$ cat src/rtl/fgc_pkg.sv
package fgc_pkg;
  typedef enum logic [1:0] {
    SHOT_IDLE   = 2'd0,
    SHOT_FIRST  = 2'd1,
    SHOT_SECOND = 2'd2
  } shot_state_e;

  typedef enum logic [1:0] {
    FM_OFF  = 2'b00,
    FM_ODD  = 2'b01,
    FM_EVEN = 2'b10,
    FM_ALL  = 2'b11
  } field_mode_e;
endpackage

$ cat src/rtl/fgc_slot_div.sv
module fgc_slot_div #(
  parameter int SLOT_W = 6
) (
  input  logic              clk_i,
  input  logic              rst_ni,
  input  logic              adv_i,
  input  logic [SLOT_W-1:0] slot_sel_i,
  output logic              hit_o
);
  localparam int CNT_W = SLOT_W;

  logic [CNT_W-1:0] mask [SLOT_W];
  logic [CNT_W-1:0] mask_or;
  logic [CNT_W-1:0] period_m1;
  logic [CNT_W-1:0] cnt_q;

  for (genvar k = 0; k < SLOT_W; k++) begin : g_mask
    localparam logic [CNT_W-1:0] LastIdx = CNT_W'((2 ** (k + 1)) - 1);
    assign mask[k] = slot_sel_i[k] ? LastIdx : '0;
  end

  always_comb begin
    mask_or = '0;
    for (int k = 0; k < SLOT_W; k++) mask_or = mask_or | mask[k];
    // non-one-hot falls back to divide-by-2
    period_m1 = $onehot(slot_sel_i) ? mask_or : CNT_W'(1);
  end

  always_ff @(posedge clk_i or negedge rst_ni) begin
    if (!rst_ni) begin
      cnt_q <= '0;
    end else if (adv_i) begin
      if (cnt_q >= period_m1) cnt_q <= '0;
      else                    cnt_q <= cnt_q + 1'b1;
    end
  end

  assign hit_o = (cnt_q == '0);

  a_r6_invalid_div2: assert property (@(posedge clk_i) disable iff (!rst_ni)
    adv_i && !$onehot(slot_sel_i) && hit_o |=> !hit_o);

  a_r5_hold_between: assert property (@(posedge clk_i) disable iff (!rst_ni)
    !adv_i |=> $stable(cnt_q));
endmodule

$ cat src/rtl/fgc_single_shot.sv
module fgc_single_shot
  import fgc_pkg::*;
(
  input  logic clk_i,
  input  logic rst_ni,
  input  logic adv_i,
  input  logic odd_i,
  input  logic arm_ok_i,
  input  logic req_i,
  output logic en_o,
  output logic done_o
);
  shot_state_e state_q, state_d;

  always_comb begin
    state_d = state_q;
    en_o    = 1'b0;
    done_o  = 1'b0;
    unique case (state_q)
      SHOT_IDLE: begin
        if (arm_ok_i && req_i && odd_i) begin
          en_o    = 1'b1;
          state_d = SHOT_FIRST;
        end
      end
      SHOT_FIRST: begin
        en_o    = 1'b1;
        state_d = SHOT_SECOND;
      end
      SHOT_SECOND: begin
        done_o  = 1'b1;
        state_d = SHOT_IDLE;
      end
      default: state_d = SHOT_IDLE;
    endcase
    if (!adv_i) begin
      state_d = state_q;
      en_o    = 1'b0;
      done_o  = 1'b0;
    end
  end

  always_ff @(posedge clk_i or negedge rst_ni) begin
    if (!rst_ni) state_q <= SHOT_IDLE;
    else         state_q <= state_d;
  end

  a_r8_start_on_odd: assert property (@(posedge clk_i) disable iff (!rst_ni)
    $rose(state_q == SHOT_FIRST) |-> $past(odd_i));

  a_r7_pair_follows: assert property (@(posedge clk_i) disable iff (!rst_ni)
    state_q == SHOT_FIRST && adv_i |=> state_q == SHOT_SECOND);
endmodule

$ cat src/rtl/field_gate_ctrl.sv
module field_gate_ctrl
  import fgc_pkg::*;
#(
  parameter int SLOT_W = 6
) (
  input  logic              clk_i,
  input  logic              rst_ni,
  input  logic              field_start_i,
  input  logic              odd_field_i,
  input  logic              progressive_i,
  input  logic [SLOT_W-1:0] slot_sel_i,
  input  logic [1:0]        field_mode_i,
  input  logic              single_req_i,
  input  logic              href_win_i,
  output logic              href_o,
  output logic              field_en_o,
  output logic              single_clr_o
);
  logic slot_hit, shot_en, shot_done, en_d;
  logic field_en_q, clr_q;
  field_mode_e mode;

  assign mode = field_mode_e'(field_mode_i);

  fgc_slot_div #(.SLOT_W(SLOT_W)) u_slot_div (
    .clk_i      (clk_i),
    .rst_ni     (rst_ni),
    .adv_i      (field_start_i),
    .slot_sel_i (slot_sel_i),
    .hit_o      (slot_hit)
  );

  fgc_single_shot u_single_shot (
    .clk_i    (clk_i),
    .rst_ni   (rst_ni),
    .adv_i    (field_start_i),
    .odd_i    (odd_field_i),
    .arm_ok_i (mode == FM_OFF),
    .req_i    (single_req_i),
    .en_o     (shot_en),
    .done_o   (shot_done)
  );

  always_comb begin
    unique case (mode)
      FM_OFF:  en_d = shot_en;
      FM_ODD:  en_d = progressive_i ? slot_hit : odd_field_i;
      FM_EVEN: en_d = progressive_i ? slot_hit : !odd_field_i;
      FM_ALL:  en_d = 1'b1;
      default: en_d = 1'b0;
    endcase
  end

  always_ff @(posedge clk_i or negedge rst_ni) begin
    if (!rst_ni) begin
      field_en_q <= 1'b0;
      clr_q      <= 1'b0;
    end else begin
      if (field_start_i) field_en_q <= en_d;
      clr_q <= shot_done;
    end
  end

  assign field_en_o   = field_en_q;
  assign href_o       = href_win_i & field_en_q;
  assign single_clr_o = clr_q;

  a_r2_hold_in_field: assert property (@(posedge clk_i) disable iff (!rst_ni)
    !field_start_i |=> $stable(field_en_o));

  a_r9_clr_single: assert property (@(posedge clk_i) disable iff (!rst_ni)
    single_clr_o |=> !single_clr_o);

  a_r9_clr_after_start: assert property (@(posedge clk_i) disable iff (!rst_ni)
    single_clr_o |-> $past(field_start_i));

  a_r3_odd_only: assert property (@(posedge clk_i) disable iff (!rst_ni)
    field_start_i && !progressive_i && field_mode_i == 2'b01 |=> field_en_o == $past(odd_field_i));

  a_r11_no_clr_when_on: assert property (@(posedge clk_i) disable iff (!rst_ni)
    field_start_i && field_mode_i != 2'b00 && $past(field_mode_i) != 2'b00 && !field_en_o |=> !single_clr_o);

  a_r12_window_and: assert property (@(posedge clk_i) disable iff (!rst_ni)
    href_o |-> href_win_i && field_en_o);
endmodule

$ cat config.mk
export PLATFORM = sky130hd
export DESIGN_NAME = field_gate_ctrl
export DESIGN_NICKNAME = d
export VERILOG_FILES = /design/src/rtl/fgc_pkg.sv /design/src/rtl/fgc_slot_div.sv /design/src/rtl/fgc_single_shot.sv /design/src/rtl/field_gate_ctrl.sv
export SDC_FILE = /design/constraint.sdc
export NUM_CORES = 1
export LEC_CHECK = 0
export ABC_AREA = 1
export BUFFER_PORTS_ARGS = -buffer_cell sky130_fd_sc_hd__buf_2
export CAP_MARGIN = 0
export CORE_ASPECT_RATIO = 1.2
export CORE_MARGIN = 2
export CORE_UTILIZATION = 54
export CTS_CLUSTER_DIAMETER = 60
export DETAILED_ROUTE_END_ITERATION = 8
export PLACE_DENSITY = 0.78
export SLEW_MARGIN = 20
export SYNTH_ARGS = -nofsm -noshare
export SYNTH_HDL_FRONTEND = slang
export SYNTH_SLANG_ARGS = --single-unit
$ cat constraint.sdc
create_clock -name clk_i -period 1.47 [get_ports clk_i]
set_clock_uncertainty 0.05 [all_clocks]
set_input_delay 0.147 -clock clk_i [delete_from_list [all_inputs] [get_ports clk_i]]
set_output_delay 0.147 -clock clk_i [all_outputs]
set_load 0.005 [all_outputs]
==> results.env, run 1 <==
CTS_MADE_BUFFERS=3
REG2REGPATHDEPTH=9
SYNTH_SEQ_AREA_SHARE=0.267
WORSTSKEWPAIRLATENCY_NS=0.27
CRIT_PATH_CELL_TRACE='buf_8 > ha_4 > fa_1 > ha_4 > a211oi_2 > buf_6 > nand2_4 > ha_4 > inv_2 > nand2_1 > nand2_1 > nand2_1 > nand2_2 > nand2_4 > a21oi_2'
SYNTHESIS.INSTANCES=131
FF_LATCH_COUNT_SYNTH=10
CRITPATHARRIVALTIME_NS=2.44
NUMBER_OF_ANTENNA_VIOLATIONS_AT_THE_FIRST_CHECK_IN_GLOBAL_ROUTING=0
POST-CTS-SETUP-BUFFERS=0
CELLLEAKAGEPOWER_nW=0.696
REPORT.POWER.TOTAL_mW=1.48
TRACK_USAGE=0.253
RELATIVE_SLEW_SLACK=0.810
REGTOREGSETUPSLACK_NS=0.02
CTS-ROOT-BUF='clkbuf_4'
DRT-INITIAL-DRC-COUNT=13
FINALSETUPVIOLATIONS=6
FIN_CRIT_NS=2.30
FINAL_COMMON_CELL='nand2_1'
SYNTH.TOP_CELLS.BY_AREA='dfrtp_1 (27%), ha_1 (20%), nand2_1 (15%)'
CTS_TREE='built'
CRITICAL_PATH.ENDPOINT_TYPE='flop'
CRIT_PATH_MAX_INCR_DELAY_NS=0.59
NETLIST-CELL-TYPE-COUNT=21
CRITICAL_PATH_PEAK_FANOUT=6
NUM_ANTENNA_CELLS=0
CLOCK_PIN_SLEW_OF_THE_REGISTERS_ON_THE_WORST_CASE_SETUP_AND_HOLD_PATHS_NS=0.06
DIEAREA_MM2=0.00209
CRIT_FAMILY='adder cells'
ROUTE.DETAILED.WL_PER_INST_UM=13.4
SYN_AVG_CELL_AREA_UM2=7.16
DRT_PASS1_ITERATIONS=4
GRT_SETUP_UNREPAIRED='true'
POWERDENSITY_mW_PER_MM2=1080
WL_UM=2370
PLACEABLECOREAREA_MM2=0.00164
CPMAXSTAGEDELAYCELL='fa_1'
YOSYS_WARNINGS=0
SYNTH_TOP_AREA_FRAC=0.267
CRIT_PATH_START_KIND='input pin'
GLOBALROUTE.TOTALOVERFLOW=0
AREAGROWTHSYNTHTOFINISH_PCT=46.4
TIMING.CRITICAL_PATH.FROM='slot_sel_i[2]'
FINAL_WEIGHTED_CONGESTION_OF_ROUTABILITY_DRIVEN_GLOBAL_PLACEMENT=0.778
NETLIST_AREA_UM2=938
STDCELL_AREA_MM2=0.00137
CRITPATHREQUIREDTIME_NS=1.61
VIA_DENSITY_PER_INSTANCE=5.20
LAYOUT_COMMON_CELLS='nand2_1 (27), inv_1 (17), buf_2 (14)'
REMAINING_DESIGN_RULE_VIOLATION_COUNT=0
FAILING_CHECKS='setup timing'
STARTING_DENSITY=0.572
TIGHTESTPINTRANSITION_NS=0.285
WORST_SLACK_NS=-0.827
IO-PIN-COUNT=18
TIMING.RR.END='u_slot_div.cnt_q[2]'
ROW_COUNT=16
WORST-PATH-BUF-INV=3
CTS.HTREE.LEVELS=1
VIAS_IN_THE_FIRST_GLOBAL_ROUTE=929
VDD_IR_DROP_MAX_mV=0.611
CRIT-REG2REG-LAUNCH='u_slot_div.cnt_q[0]'
ANT_NETS=0
CTS-ROOT-TO-SINK-BUFFERS=2
YOSYSTOPAREACELL='dfrtp_1'
FINAL_NETS=193
STATUS='finished, violations left'
CHIPHEIGHT_UM=49.7
HOLD_PATH.CLASS='input pin to async pin'
DRV_CAP=0
GRT_PASS1_WL_UM=3880
FINAL_LAYOUT_SIZE_SUFFIX_GT1_FRAC=0.447
PATH_CLASS='input pin to flop'
SLEW_VIOLATIONS=0
SYNTH.NET_COUNT=163
FP.DIEW_UM=42.1
TRITONCTS_NUM_SINKS=10
PLACE_AREA_MM2=0.00119
INSTANCE_COUNT_ON_THE_CRITICAL_PATH=15
PIN_COUNT_OF_THE_BIGGEST_NET_ENTERING_GLOBAL_ROUTING=14
DETAILROUTE.VIA_COUNT=920
FMAX_MHz=435
FINAL-HOLD-VIOLATION-COUNT=0
FINALCRITPERIODSHARE=1.56
DP_HPWL_UM=1580
PORTBUFFERS=17
==> synth_stat cells <==
| cell type | number |
|---|---|
| nand2_1 | 37 |
| inv_1 | 25 |
| ha_1 | 15 |
| nor2_1 | 12 |
| dfrtp_1 | 10 |
| a21oi_1 | 5 |
| nand3_1 | 4 |
| o21ai_1 | 4 |
| a21oi_2 | 3 |
| fa_1 | 2 |
| inv_2 | 2 |
| nand4_1 | 2 |
| o21ai_0 | 2 |
| a211oi_2 | 1 |
| buf_2 | 1 |
| nand2_2 | 1 |
| nand3b_1 | 1 |
| nor2_2 | 1 |
| or2_1 | 1 |
| xnor2_1 | 1 |
| xor2_1 | 1 |
==> worst register-to-register path, stage by stage (launching register included) <==
cell and delay (ns):
dfrtp_1 0.41, inv_1 0.16, ha_4 0.22, inv_2 0.04, nand2_1 0.04, nand2_1 0.05
nand2_1 0.07, nand2_2 0.09, nand2_4 0.09, a21oi_2 0.16
==> final cells by class <==
class	instances	area, um2
inverter	27	106
sequential	10	250
multi-input combinational	93	787
timing repair buffer	26	185
tap	18	22.5
clock buffer	3	22.5
fill	92	268
==> repair_timing <==
item                                   4_1_cts  5_1_grt
setup endpoints to repair                    6        6
endpoints found under the hold margin       10        0
hold buffers                                 1        0
gates resized for setup                     27        8
pin swaps                                   19        3
==> layer usage <==
| layer | up-vias | global-route usage | share of wire |
|---|---|---|---|
| li1 | 463 | - | - |
| met1 | 419 | 0.241 | 0.36 |
| met2 | 29 | 0.492 | 0.56 |
| met3 | 9 | 0.0293 | 0.041 |
| met4 | 0 | 0.167 | 0.031 |
| met5 | - | 0 | 0 |
==> power by group <==
part | switching (mW) | total, mW | internal, mW
clock | 0.0903 | 0.185 | 0.0945
sequential | 0.0705 | 0.412 | 0.341
combinational | 0.518 | 0.884 | 0.366
==> kinds of logic (layout without fill, tap and decap cells) <==
logic type,count (synthesis),count (layout),synth area share
AOI/OAI and AO/OA,15,15,0.100
xor gates and xnor gates,2,2,0.0187
adders and majority gates,17,17,0.243
buffers and inverters,28,56,0.113
DFF,10,10,0.267
and+or+nand+nor,59,59,0.259
==> worst max-delay path by stage <==
stage	endpoint	slack [ns]
floorplan	u_slot_div.cnt_q[2]	-0.91
global placement	u_slot_div.cnt_q[2]	-1.13
detailed placement	u_slot_div.cnt_q[2]	-1.20
CTS	u_slot_div.cnt_q[0]	-0.78
global route	u_slot_div.cnt_q[2]	-0.89
finish	u_slot_div.cnt_q[2]	-0.83
==> per-stage QoR <==
| stage | hold slack, ns | setup TNS [ns] | std cells | setup WS [ns] | util |
|---|---|---|---|---|---|
| after CTS | 0.180 | -4.65 | 177 | -0.781 | 0.818 |
| after global placement | -0.0381 | -6.61 | 173 | -1.13 | 0.723 |
| after floorplan | -0.199 | -5.40 | 131 | -0.914 | - |
| after detailed placement | -0.0351 | -7.03 | 173 | -1.20 | 0.723 |
| final | 0.208 | -4.86 | 177 | -0.827 | 0.837 |
| after global routing | 0.221 | -5.24 | 177 | -0.895 | 0.837 |
==> flip-flops by register name (all words and copies together) (netlist names) <==
name and flops:
field_en_o 1, u_slot_div.cnt_q 6, u_single_shot.state_q 2, single_clr_o 1
(Power assumes the default switching activity.)
==> run 2, diff against run 1 <==
Clock period 1.47 ns to 2.5 ns, I/O delays scaled along.
==> run 2 against run 1 <==
Via count shrank 0.43%; wire length shrank 14%; largest power group unchanged; sequential power shrank 42%; the flow now finishes without violations; sequential share of layout area grew 1.3 points; final cell count is the same; utilization shrank 5.6 points; clock power shrank 44%; first-iteration DRC count is the same; critical endpoint is now u_slot_div.cnt_q[5]; clock-buffer cell count is the same; final area shrank 6.6%; critical path type unchanged; register-to-register slack gained 1.1 ns; power shrank 46%.
==> results.env, run 2 (synthesis gave the netlist of run 1 again) <==
WL_UM=2040
POST-ROUTE-UTIL=0.781
CRIT_PATH_MAX_INCR_DELAY_NS=0.52
REMAINING_DESIGN_RULE_VIOLATION_COUNT=0
N_FILL_CELL=122
WORST_HOLD_SLACK_NS=0.316
AREAGROWTHSYNTHTOFINISH_PCT=36.7
RELATIVE_SLEW_SLACK=0.818
CRITICAL_PATH.ENDPOINT_TYPE='flop'
ROW_COUNT=16
DRV_CAP=0
DP_HPWL_UM=1640
GLOBALROUTE.TOTALOVERFLOW=0
PORTBUFFERS=17
REPORT.POWER.TOTAL_mW=0.802
IO-PIN-COUNT=18
PLACEABLECOREAREA_MM2=0.00164
NUMBER_OF_ANTENNA_VIOLATIONS_AT_THE_FIRST_CHECK_IN_GLOBAL_ROUTING=0
VIA_DENSITY_PER_INSTANCE=5.18
CRITICAL_PATH_PEAK_FANOUT=6
WORST-PATH-BUF-INV=3
FINALSETUPVIOLATIONS=0
CRITPATHARRIVALTIME_NS=2.57
TRITONCTS_NUM_SINKS=10
FINAL_COMMON_CELL='nand2_1'
GRT_PASS1_WL_UM=3400
CRIT_FAMILY='adder cells'
CTS-ROOT-BUF='clkbuf_4'
CRIT_PATH_CELL_TRACE='buf_2 > ha_4 > fa_1 > ha_4 > inv_4 > o21ai_2 > a211oi_2 > buf_4 > nand2_1 > ha_4 > nand2_1 > nand2_1 > a21oi_4 > nand2_4 > a21oi_2'
LAYOUT_COMMON_CELLS='nand2_1 (33), inv_1 (19), buf_2 (17)'
CLOCK_PIN_SLEW_OF_THE_REGISTERS_ON_THE_WORST_CASE_SETUP_AND_HOLD_PATHS_NS=0.06
STATUS='finished clean'
FINAL_CELL_COUNT_NO_FILL=177
ANT_NETS=0
CTS-ROOT-TO-SINK-BUFFERS=2
ROUTE.DETAILED.WL_PER_INST_UM=11.5
STARTING_DENSITY=0.572
PATH_CLASS='input pin to flop'
CHIPHEIGHT_UM=49.7
PIN_COUNT_OF_THE_BIGGEST_NET_ENTERING_GLOBAL_ROUTING=14
DRT_PASS1_ITERATIONS=4
CELLLEAKAGEPOWER_nW=0.663
VIAS_IN_THE_FIRST_GLOBAL_ROUTE=899
FINAL_LAYOUT_SIZE_SUFFIX_GT1_FRAC=0.384
DETAILROUTE.VIA_COUNT=916
TIGHTESTPINTRANSITION_NS=0.273
TRACK_USAGE=0.212
BIGGESTREGSBYFLOPS='u_slot_div.cnt_q: 6 flops, u_single_shot.state_q: 2 flops'
POWERDENSITY_mW_PER_MM2=626
FIN_CRIT_NS=2.43
FMAX_MHz=411
FINALCRITPERIODSHARE=0.973
LARGEST-REGISTER='u_slot_div.cnt_q'
CPMAXSTAGEDELAYCELL='fa_1'
HOLD_PATH.CLASS='input pin to flop'
CTS_MADE_BUFFERS=3
FLIP_FLOP_COUNT_OF_THE_LARGEST_REGISTER_AFTER_LAYOUT=6
FINAL-HOLD-VIOLATION-COUNT=0
FP.DIEW_UM=42.1
NUM_ANTENNA_CELLS=0
WORSTSKEWPAIRLATENCY_NS=0.25
DRT-INITIAL-DRC-COUNT=13
TOTALNEGATIVESETUPSLACK_NS=0
CRITPATHREQUIREDTIME_NS=2.63
FINAL_NETS=193
SLEW_VIOLATIONS=0
CRIT_PATH_START_KIND='input pin'
DIEAREA_MM2=0.00209
CTS.HTREE.LEVELS=1
CTS_TREE='built'
FINAL_WEIGHTED_CONGESTION_OF_ROUTABILITY_DRIVEN_GLOBAL_PLACEMENT=0.745
VDD_IR_DROP_MAX_mV=0.342
DP.CELLS=172
[run 2: cell count changes in the layout (fill, tap and decap cells not counted), moves of 2 or more]
| cell | before | now |
|---|---|---|
| ha_1 | 4 | 6 |
| nand2_2 | 6 | 4 |
| nand2_4 | 5 | 1 |
| inv_1 | 17 | 19 |
| buf_6 | 2 | 0 |
| buf_2 | 14 | 17 |
| buf_8 | 2 | 0 |
| ha_4 | 10 | 8 |
| nand2_1 | 27 | 33 |
[run 2: layout make-up]
cell class,count,area (um2),area share
sequential,10,250,0.195
multi-input combinational,93,728,0.568
inverter,27,104,0.0810
tap,18,22.5,0.0176
clock buffer,3,22.5,0.0176
timing repair buffer,26,155,0.121
[run 2: stage by stage]
stage	instance area, um2	setup slack (ns)
global route	1280	-0.0309
CTS	1200	0.00359
detailed placement	1160	-0.252
finish	1280	0.0672
global placement	1160	-0.178
floorplan	1010	0.00187
[run 2: worst paths after layout]
| path | startpoint | end | slack (ns) | cells past startpoint |
|---|---|---|---|---|
| max | slot_sel_i[0] | u_slot_div.cnt_q[5] | 0.07 | 15 |
| min | field_start_i | u_slot_div.cnt_q[5] | 0.32 | 2 |
| max reg2reg | u_slot_div.cnt_q[0] | u_slot_div.cnt_q[5] | 1.07 | 9 |
| min reg2reg | u_single_shot.state_q[0] | single_clr_o | 0.40 | 1 |
| max in group asynchronous | rst_ni | u_slot_div.cnt_q[4] | 1.86 | 2 |
| min in group asynchronous | rst_ni | field_en_o | 0.35 | 2 |
[run 2: worst register-to-register path: cells and delay by family, from the launching register on]
family	cells	cell delay (ns)
DFF	1	0.39
AOI/OAI and AO/OA	1	0.14
and+or+nand+nor	5	0.32
adders and majority gates	1	0.31
buffers and inverters	2	0.15
[run 2: routing by layer]
metal / global-route usage / share of wire / vias up
met5: 0 / 0 / -
met4: 0.0885 / 0.017 / 0
met3: 0.0256 / 0.029 / 4
met2: 0.435 / 0.56 / 22
met1: 0.203 / 0.40 / 429
li1: - / - / 461
[run 2: repair_timing]
item,CTS,global route
buffers inserted,0,1
hold buffers,1,0
endpoints found under the setup margin,0,6
endpoints found under the hold margin,10,0
gates resized for setup,0,14
[run 2: report_power, final]
part           switching [mW]  internal [mW]  leakage, nW
clock                  0.0487         0.0553       0.0138
sequential             0.0379          0.201        0.132
combinational           0.272          0.188        0.517
total                   0.358          0.444        0.663
==> run 3, diff against run 2 <==
Settings changed: CELL_PAD_IN_SITES_DETAIL_PLACEMENT set to 1, CELL_PAD_IN_SITES_GLOBAL_PLACEMENT set to 1, CORE_UTILIZATION 54 to 38, PLACE_DENSITY 0.78 to not set, PLACE_DENSITY_LB_ADDON set to 0.1, TNS_END_PERCENT set to 5.
==> run 3 against run 2 <==
Sequential power rose by 2%; register-to-register slack worse by 0.08 ns; utilization down 21 points; sequential share of layout area down 0.52 points; flip-flop and latch count stayed put; non-clock buffer count up 1; die area grew 38%; via count up 2.5%; final area rose by 2.7%.
==> results.env, run 3 (synthesis gave the netlist of run 1 again) <==
CTS.HTREE.LEVELS=1
PIN_COUNT_OF_THE_BIGGEST_NET_ENTERING_GLOBAL_ROUTING=14
PATH_CLASS='input pin to flop'
TRACK_USAGE=0.192
TRITONCTS_NUM_SINKS=10
LAYOUT_COMMON_CELLS='nand2_1 (32), inv_1 (19), buf_2 (16)'
DRV_CAP=0
ANT_NETS=0
CRITPATHARRIVALTIME_NS=2.58
REPORT.POWER.TOTAL_mW=0.852
FINAL-HOLD-VIOLATION-COUNT=0
CTS-ROOT-TO-SINK-BUFFERS=2
GRT_PASS1_WL_UM=4250
STATUS='finished clean'
REMAINING_DESIGN_RULE_VIOLATION_COUNT=0
DETAILROUTE.VIA_COUNT=939
FINAL_COMMON_CELL='nand2_1'
HOLD_PATH.CLASS='input pin to flop'
CTS-ROOT-BUF='clkbuf_4'
AREAGROWTHSYNTHTOFINISH_PCT=40.4
DP.CELLS=185
PLACE_WORST_SETUP_SLACK_NS=-0.281
FIN_CRIT_NS=2.45
RELATIVE_SLEW_SLACK=0.819
CP_COMMON_CELL='nand2_1'
CRITICAL_PATH.ENDPOINT_TYPE='flop'
DIEAREA_MM2=0.00288
FINAL_LAYOUT_SIZE_SUFFIX_GT1_FRAC=0.398
CRIT_PATH_CELL_TRACE='buf_2 > ha_4 > fa_1 > ha_4 > a211oi_2 > buf_4 > buf_4 > nand2_1 > ha_1 > nand2_1 > nand2_1 > nand2_2 > nand2_4 > o21ai_2'
LARGEST-REGISTER='u_slot_div.cnt_q'
CELLLEAKAGEPOWER_nW=0.674
CTS_MADE_BUFFERS=3
TIGHTESTPINTRANSITION_NS=0.271
HOLD_DEPTH=2
CPMAXSTAGEDELAYCELL='fa_1'
VDD_IR_DROP_MAX_mV=0.309
NUMBER_OF_ANTENNA_VIOLATIONS_AT_THE_FIRST_CHECK_IN_GLOBAL_ROUTING=0
PORTBUFFERS=17
WORSTSKEWPAIRLATENCY_NS=0.26
BIGGESTREGSBYFLOPS='u_slot_div.cnt_q: 6 flops, u_single_shot.state_q: 2 flops'
FINAL_NETS=194
FP.DIEW_UM=49.4
CHIPHEIGHT_UM=58.4
FINALSETUPVIOLATIONS=0
FMAX_MHz=408
PLACEABLECOREAREA_MM2=0.00231
GLOBALROUTE.TOTALOVERFLOW=0
FLIP_FLOP_COUNT_OF_THE_LARGEST_REGISTER_AFTER_LAYOUT=6
VIAS_IN_THE_FIRST_GLOBAL_ROUTE=999
SLEW_VIOLATIONS=0
CTS_TREE='built'
WORST_SLACK_NS=0.0508
POWERDENSITY_mW_PER_MM2=647
WL_UM=2540
TOTALNEGATIVESETUPSLACK_NS=0
NUM_ANTENNA_CELLS=0
VIA_DENSITY_PER_INSTANCE=4.89
ROW_COUNT=19
CRIT_PATH_START_KIND='input pin'
FINAL_CELL_COUNT_NO_FILL=192
DP_HPWL_UM=2030
STARTING_DENSITY=0.407
IO-PIN-COUNT=18
DRT-INITIAL-DRC-COUNT=9
FINAL_WEIGHTED_CONGESTION_OF_ROUTABILITY_DRIVEN_GLOBAL_PLACEMENT=0.749
REG2REGPATHDEPTH=9
CRIT_PATH_MAX_INCR_DELAY_NS=0.57
CRITPATHREQUIREDTIME_NS=2.63
DRT_PASS1_ITERATIONS=4
WORST_HOLD_SLACK_NS=0.318
CLOCK_PIN_SLEW_OF_THE_REGISTERS_ON_THE_WORST_CASE_SETUP_AND_HOLD_PATHS_NS=0.07
FINALCRITPERIODSHARE=0.980
CRITICAL_PATH_PEAK_FANOUT=6
ROUTE.DETAILED.WL_PER_INST_UM=13.2
run 3: layer usage:
metal	up-vias	wire length, um	global-route usage
met5	-	0	0
met4	0	27	0.110
met3	2	33	0.0102
met2	13	1490	0.384
met1	457	988	0.196
li1	467	-	-
run 3: worst paths after layout:
check	from	to	slack (ns)
max	slot_sel_i[0]	u_slot_div.cnt_q[1]	0.05
min	field_start_i	u_slot_div.cnt_q[2]	0.32
max reg2reg	u_slot_div.cnt_q[0]	u_slot_div.cnt_q[1]	0.99
min reg2reg	u_single_shot.state_q[0]	single_clr_o	0.43
max in group asynchronous	rst_ni	u_slot_div.cnt_q[2]	1.88
min in group asynchronous	rst_ni	u_slot_div.cnt_q[1]	0.33
run 3: layout make-up:
class | count | area, um2
inverter | 27 | 104
sequential | 10 | 250
tap | 31 | 38.8
clock buffer | 4 | 36.3
multi-input combinational | 93 | 723
timing repair buffer | 27 | 165
fill | 298 | 988
run 3: what timing repair did:
action                                 CTS  global route
hold buffers                             1             0
endpoints found under the hold margin   10             0
pin swaps                                0             9
setup endpoints to repair                1             6
setup buffers                            0             2
gates resized for setup                  1            14
run 3: stage by stage:
stage	area, um2	utilization
after global routing	1320	0.571
after floorplan	1010	-
after detailed placement	1180	0.512
after CTS	1230	0.534
final	1320	0.571
after global placement	1180	0.512
run 3: worst max-delay path: cells and delay by family:
| kind | cells | cell delay [ns] |
|---|---|---|
| simple gates | 5 | 0.36 |
| buf+inv | 3 | 0.41 |
| compound gates | 2 | 0.37 |
| fa+ha+maj | 4 | 1.20 |
run 3: report_power, final:
| group | leakage (nW) | internal (mW) | switching (mW) | total [mW] |
|---|---|---|---|---|
| logic | 0.521 | 0.188 | 0.281 | 0.469 |
| clock network | 0.0210 | 0.0882 | 0.0523 | 0.141 |
| registers | 0.132 | 0.200 | 0.0421 | 0.243 |
